File: src/rtl/iolb_pkg.sv
package iolb_pkg;
  localparam int unsigned IOLB_ADDR_W   = 16;
  localparam int unsigned IOLB_PORTS    = 8;
  localparam int unsigned IOLB_PORT_W   = 8;
  localparam int unsigned IOLB_SEL_LSB  = 1;
  localparam logic [IOLB_ADDR_W-1:0] IOLB_DEC_MASK  = 16'h8001;
  localparam logic [IOLB_ADDR_W-1:0] IOLB_DEC_MATCH = 16'h8000;

  typedef enum logic {CYC_IO = 1'b0, CYC_MEM = 1'b1} cyc_kind_e;
endpackage

File: src/rtl/iolb_rst_sync.sv
module iolb_rst_sync #(
  parameter int unsigned STAGES = 2
) (
  input  logic clk,
  input  logic rst_n,
  output logic rst_sync_n
);
  logic [STAGES-1:0] sync_q;
  logic [STAGES-1:0] sync_d;

  always_comb begin
    sync_d = {sync_q[STAGES-2:0], 1'b1};
  end

  always_ff @(posedge clk or negedge rst_n) begin
    if (!rst_n) sync_q <= '0;
    else        sync_q <= sync_d;
  end

  assign rst_sync_n = sync_q[STAGES-1];
endmodule

File: src/rtl/iolb_addr_capture.sv
module iolb_addr_capture #(
  parameter int unsigned ADDR_W = 16
) (
  input  logic              clk,
  input  logic              rst_n,
  input  logic              cap_en,
  input  logic [ADDR_W-1:0] bus,
  output logic [ADDR_W-1:0] addr_q
);
  logic [ADDR_W-1:0] addr_d;

  always_comb begin
    addr_d = addr_q;
    if (cap_en) addr_d = bus;
  end

  always_ff @(posedge clk or negedge rst_n) begin
    if (!rst_n) addr_q <= '0;
    else        addr_q <= addr_d;
  end
endmodule

File: src/rtl/iolb_port_decode.sv
module iolb_port_decode #(
  parameter int unsigned ADDR_W  = 16,
  parameter int unsigned PORTS   = 8,
  parameter int unsigned SEL_LSB = 1,
  parameter logic [ADDR_W-1:0] DEC_MASK  = 16'h8001,
  parameter logic [ADDR_W-1:0] DEC_MATCH = 16'h8000
) (
  input  logic [ADDR_W-1:0] addr,
  input  logic              io_cycle,
  input  logic              wr_active,
  output logic [PORTS-1:0]  load_en
);
  localparam int unsigned SEL_W = (PORTS > 1) ? $clog2(PORTS) : 1;

  logic             window_hit;
  logic             accept;
  logic [SEL_W-1:0] sel;

  always_comb begin
    window_hit = ((addr & DEC_MASK) == DEC_MATCH);
    accept     = window_hit && io_cycle && wr_active;
    sel        = addr[SEL_LSB +: SEL_W];
  end

  for (genvar gi = 0; gi < PORTS; gi++) begin : g_dec
    assign load_en[gi] = accept && (sel == SEL_W'(gi));
  end
endmodule

File: src/rtl/iolb_out_latch.sv
module iolb_out_latch #(
  parameter int unsigned WIDTH = 8
) (
  input  logic             clk,
  input  logic             rst_n,
  input  logic             load,
  input  logic [WIDTH-1:0] d,
  output logic [WIDTH-1:0] q
);
  logic [WIDTH-1:0] q_d;

  always_comb begin
    q_d = q;
    if (load) q_d = d;
  end

  always_ff @(posedge clk or negedge rst_n) begin
    if (!rst_n) q <= '0;
    else        q <= q_d;
  end
endmodule

File: src/rtl/io_out_latch_bank.sv
module io_out_latch_bank
  import iolb_pkg::*;
#(
  parameter int unsigned ADDR_W  = IOLB_ADDR_W,
  parameter int unsigned PORTS   = IOLB_PORTS,
  parameter int unsigned PORT_W  = IOLB_PORT_W,
  parameter int unsigned SEL_LSB = IOLB_SEL_LSB,
  parameter logic [ADDR_W-1:0] DEC_MASK  = IOLB_DEC_MASK,
  parameter logic [ADDR_W-1:0] DEC_MATCH = IOLB_DEC_MATCH
) (
  input  logic                    clk,
  input  logic                    rst_n,
  input  logic                    ale,
  input  logic                    mem_io,
  input  logic                    wr_n,
  input  logic [ADDR_W-1:0]       ad,
  output logic [PORTS*PORT_W-1:0] port_q
);
  logic              rst_sync_n;
  logic [ADDR_W-1:0] addr_q;
  logic [PORTS-1:0]  load_en;
  logic              io_cycle;

  assign io_cycle = (cyc_kind_e'(mem_io) == CYC_IO);

  iolb_rst_sync #(.STAGES(2)) u_rst (
    .clk(clk), .rst_n(rst_n), .rst_sync_n(rst_sync_n)
  );

  iolb_addr_capture #(.ADDR_W(ADDR_W)) u_addr (
    .clk(clk), .rst_n(rst_sync_n), .cap_en(ale), .bus(ad), .addr_q(addr_q)
  );

  iolb_port_decode #(
    .ADDR_W(ADDR_W), .PORTS(PORTS), .SEL_LSB(SEL_LSB),
    .DEC_MASK(DEC_MASK), .DEC_MATCH(DEC_MATCH)
  ) u_dec (
    .addr(addr_q), .io_cycle(io_cycle), .wr_active(!wr_n), .load_en(load_en)
  );

  for (genvar gp = 0; gp < PORTS; gp++) begin : g_port
    iolb_out_latch #(.WIDTH(PORT_W)) u_latch (
      .clk(clk), .rst_n(rst_sync_n), .load(load_en[gp]),
      .d(ad[PORT_W-1:0]), .q(port_q[gp*PORT_W +: PORT_W])
    );
  end
endmodule

File: config.mk
export PLATFORM = sky130hd
export DESIGN_NAME = io_out_latch_bank
export DESIGN_NICKNAME = d
export VERILOG_FILES = /design/src/rtl/iolb_pkg.sv /design/src/rtl/iolb_rst_sync.sv /design/src/rtl/iolb_addr_capture.sv /design/src/rtl/iolb_port_decode.sv /design/src/rtl/iolb_out_latch.sv /design/src/rtl/io_out_latch_bank.sv
export SDC_FILE = /design/constraint.sdc
export NUM_CORES = 1
export LEC_CHECK = 0
export BUFFER_PORTS_ARGS = -buffer_cell sky130_fd_sc_hd__buf_2
export CORE_UTILIZATION = 45
export CTS_CLUSTER_DIAMETER = 40
export DETAILED_ROUTE_END_ITERATION = 16
export PLACE_DENSITY = 0.74
export SYNTH_ARGS = -nofsm -noshare
export SYNTH_HDL_FRONTEND = slang
export SYNTH_SLANG_ARGS = --single-unit
export TNS_END_PERCENT = 1
File: constraint.sdc
create_clock -name clk -period 2.2 [get_ports clk]
set_input_delay 0.33 -clock clk [delete_from_list [all_inputs] [get_ports clk]]
set_output_delay 0.33 -clock clk [all_outputs]
set_load 0.005 [all_outputs]
After elaboration in Yosys (flattened, before gate mapping)
Cells that the tools add are included.
Word-level totals
  flip-flop bits (word level): 82
  output and inout port bits: 64
  word-level logic and storage cells: 31
Operators by class
  equality and inequality tests: 8
  bitwise logic cells: 1
  reduce and logical (&&, ||, !) cells: 12
Operators by type and width (number)
  equality test 3 bit, second input constant: 4
  logical AND 1 bit: 10
  equality test 3 x 2 -> 1 bit, second input constant: 2
  equality test 3 x 1 -> 1 bit, second input constant: 1
  zero test 3 bit: 1
  equality test 2 bit, second input constant: 1
  zero test 1 bit: 1
  inverter 1 bit: 1

Depth between registers and ports, before layout
  depth in word-level cells: 4
  mapped depth: 4
  mapped depth without buffers: 3

Modules after synthesis
Synthesis repeated with hierarchy kept, for this count alone.
Second synthesis, totals
  cell total of the unflattened synthesis: 187
  area, all modules: 3467.1 sq um
By module, submodules not included
  iolb_out_latch: instances 8, cells each 17, area an instance 331.6 sq um
  iolb_addr_capture: instances 1, cells each 34, area an instance 649.4 sq um
  iolb_port_decode: instances 1, cells each 12, area an instance 103.8 sq um
  iolb_rst_sync: instances 1, cells each 3, area an instance 53.8 sq um
  io_out_latch_bank: instances 1, cells each 2, area an instance 7.5 sq um

Worst setup path before layout
Ideal clock, no wire load.
  path type: flip-flop to flip-flop
  start point: register u_addr.addr_q[0]
  end point: register g_port[4].u_latch.q[0]
  arrival: 1878 ps
  data required time: 2075 ps
  slack: 197 ps
  cell stages (with the launch flop): 5
  clock period less this slack: 2003 ps
  cell sequence: dfrtp_1 or4b_4 or4b_4 buf_6 mux2_4
Between the ends
  word-level cells in the longest chain between the ends: 4
Ends and longest elaborated chain
  start, declared: line iolb_addr_capture.sv:8  | output logic [ADDR_W-1:0] addr_q
  start signal, assigned: line iolb_addr_capture.sv:19  | else addr_q <= addr_d;
  equality test 2 bit: line iolb_port_decode.sv:20  | window_hit = ((addr & DEC_MASK) == DEC_MATCH);
  logical AND 1 bit (2 in series): line iolb_port_decode.sv:21  | accept = window_hit && io_cycle && wr_active;
  logical AND 1 bit: line iolb_port_decode.sv:26  | assign load_en[gi] = accept && (sel == SEL_W'(gi));
  end signal, assigned: line iolb_out_latch.sv:19  | else q <= q_d;
  end, declared: line iolb_out_latch.sv:8  | output logic [WIDTH-1:0] q
Every way passes these cells.
A chain may end at the register's enable or synchronous reset.

Worst setup path after layout
  start point: register u_addr.addr_q[0]
  end point: register g_port[4].u_latch.q[6]
The elaborated chain is that of the path after synthesis.

==> summary.md <==
| Metric | Value |
|---|---|
| Outcome | completed |
| Worst setup margin | 0.137 ns |
| Largest net degree at the start of global routing | 28 |
| Drc violations | 0 |
| Vias post-DR | 1640 |
| CTS Buffer Depth | 2 |
| Fmax | 0.485 GHz |
| Die area | 6370 um2 |
| Initial antenna violation count | 0 |
| Core ar. | 5680 um2 |
| CTS root buffer | clkbuf_8 |
| Leakage power | 1.89 nW |
| Post-route minimum period | 2.06 ns |
| Worst-skew pair later-pin latency | 0.34 ns |
| Peak VDD IR | 0.467 mV |
| Register area share after synthesis | 65.2% |
| Total power | 3.39 mW |
| Clk_skew | 0.00858 ns |
| Grt total ovfl | 0 |
| Flops & latches, synth | 71 |
| Final setup fails | 0 |
| Worst hold stages | 2 |
| Leading cell type in the layout, fill and taps excluded | buf_2 |
| Slew Limit Fails | 0 |
| Largest family of logic cells by synthesized area | multiplexers |
| Initial DRC count | 55 |
| CTS tree | yes |
| RSZ-0062 raised after global routing | no |
| Die H | 79.8 um |
| # Post-CTS Setup Buffers | 0 |
| Clk sinks | 71 |
| Cell Rows | 27 |
| XOR/XNOR Fraction of Synth Area | 0% |
| Hold crit path type | in -> reg |
| Area Overhead vs Synth | 27.2% |
| Reg2Reg Depth | 3 |
| Post-Route WL | 5510 um |
| Crit path required time | 2.42 ns |
| Setup WS pre-CTS | 0.116 ns |
| CP endpoint kind | flip-flop |
| Cts bufs inserted | 9 |
| Synthesized net count | 180 |
| Startpoint Class | flip-flop |
| Synth warn | 0 |
| Nets | 272 |
| Post-synthesis adder-cell area fraction | 0% |
| Mux cell area share after synthesis | 29.8% |
| Unique masters post-synth | 16 |
| Critical path arrival | 2.28 ns |
| Fin crit share | 93.8% |
| CTS clk-pin slew, worst paths | 0.07 ns |
| Starting density of the core | 48.0% |
| Layout cells sized above 1 | 67.6% |
| H-tree levels | 3 |
| PortBufs | 77 |
| Synth Area in Simple Gates | 3.86% |
| DP HPWL | 3880 um |
| Max_slew headroom | 59.2% |
| # IOs | 85 |
| Max-capacitance violation count | 0 |
| Sum of negative setup slack | 0 ns |
| Gp weighted congestion | 0.683 |
| Mean number of vias per cell | 5.00 |
| First-pass GRT wire length | 8870 um |
| Worst-margin pin slew | 0.611 ns |
| Die Wd | 79.8 um |
| Gate Count Post-Synth | 159 |
| Worst Path Max Fanout | 8 |
| Syn Area/Cell | 17.1 um2 |
| Syn Std Cell Area | 2720 um2 |
| Hold Vio Cnt, Final | 0 |
| Ant diodes | 0 |
| Commonest cells after routing, fill and taps aside | 77 x buf_2, 70 x dfrtp_1, 60 x mux2_2, 12 x clkbuf_8, 9 x mux2_4 |
| Routed Antenna Nets | 0 |
| DR WL/cell | 16.8 um |
| Initial DRT Pass Iterations | 4 |
| Power density over cell area | 977 nW/um2 |
| Vias in the first global route | 1702 |
| Compound-Gate Fraction of Synth Area | 0% |
| Gr usage total | 19.1% |
| Worst setup path class | reg -> reg |
power by group:
part           internal [mW]  switching, mW
clock network          0.614          0.466
logic                  0.381          0.227
registers               1.56          0.141
cells by family after synthesis:
group         Yosys count
buf+inv                 5
flops                  71
mux                    69
other cells             1
simple gates           13
synthesized netlist by cell type:
| master | instances | area share (%) |
|---|---|---|
| and4b_1 | 2 | 0.73 |
| buf_2 | 1 | 0.18 |
| buf_6 | 1 | 0.41 |
| clkbuf_1 | 3 | 0.41 |
| conb_1 | 1 | 0.14 |
| dfrtp_1 | 71 | 65 |
| mux2_2 | 60 | 25 |
| mux2_4 | 9 | 5.0 |
| nand2_1 | 1 | 0.14 |
| nand3_1 | 2 | 0.37 |
| nand3b_1 | 1 | 0.28 |
| nor2_1 | 2 | 0.28 |
| nor3_2 | 1 | 0.37 |
| nor4b_1 | 1 | 0.32 |
| or4b_1 | 1 | 0.37 |
| or4b_4 | 2 | 1.0 |
worst paths after layout:
path / start / endpoint / slack [ns]
max in group asynchronous: u_rst.sync_q[1] / g_port[4].u_latch.q[6] / 1.34
min in group asynchronous: u_rst.sync_q[1] / g_port[1].u_latch.q[1] / 0.28
max reg2reg: u_addr.addr_q[0] / g_port[4].u_latch.q[6] / 0.14
min reg2reg: u_rst.sync_q[1] / g_port[1].u_latch.q[1] / 0.28
min: ad[15] / u_addr.addr_q[15] / 0.23
max: u_addr.addr_q[0] / g_port[4].u_latch.q[6] / 0.14
routing by layer:
layer,global-route usage [%],share of wire (%),vias to the layer above
met5,0,0,-
met4,9.64,1.6,0
met3,3.77,4.1,8
met2,29.6,49,45
met1,25.4,45,834
li1,-,-,753
critical path, cell delays in order (launching register included):
cell	delay [ns]
dfrtp_1	0.40
or4b_4	0.56
or4b_4	0.65
mux2_4	0.33
flip-flops by register name, indices dropped and copies added, names as in the netlist:
signal / count
g_port.u_latch.q: 64
u_addr.addr_q: 5
u_rst.sync_q: 2
metrics by stage:
| step | instance area [um2] | hold WS (ns) | util [%] | cells |
|---|---|---|---|---|
| after detailed placement | 3250 | 0.118 | 57.2 | 311 |
| after global placement | 3250 | 0.116 | 57.2 | 311 |
| final | 3460 | 0.231 | 61.0 | 328 |
| after global routing | 3460 | 0.224 | 61.0 | 328 |
| after CTS | 3460 | 0.216 | 61.0 | 328 |
| after floorplan | 2720 | 0.0344 | - | 159 |
timing repair:
| action | 4_1_cts | 5_1_grt |
|---|---|---|
| endpoints found under the hold margin | 2 | 0 |
| hold buffers | 1 | 0 |
| gates resized for setup | 0 | 0 |
layout make-up:
| class | count | area [um2] |
|---|---|---|
| tap | 72 | 90.1 |
| timing repair buffer | 86 | 468 |
| sequential | 71 | 1780 |
| clock inverter | 3 | 40.0 |
| multi-input combinational | 83 | 920 |
| fill | 478 | 2210 |
| clock buffer | 13 | 169 |
No activity file was read; power rests on OpenSTA's default activity.
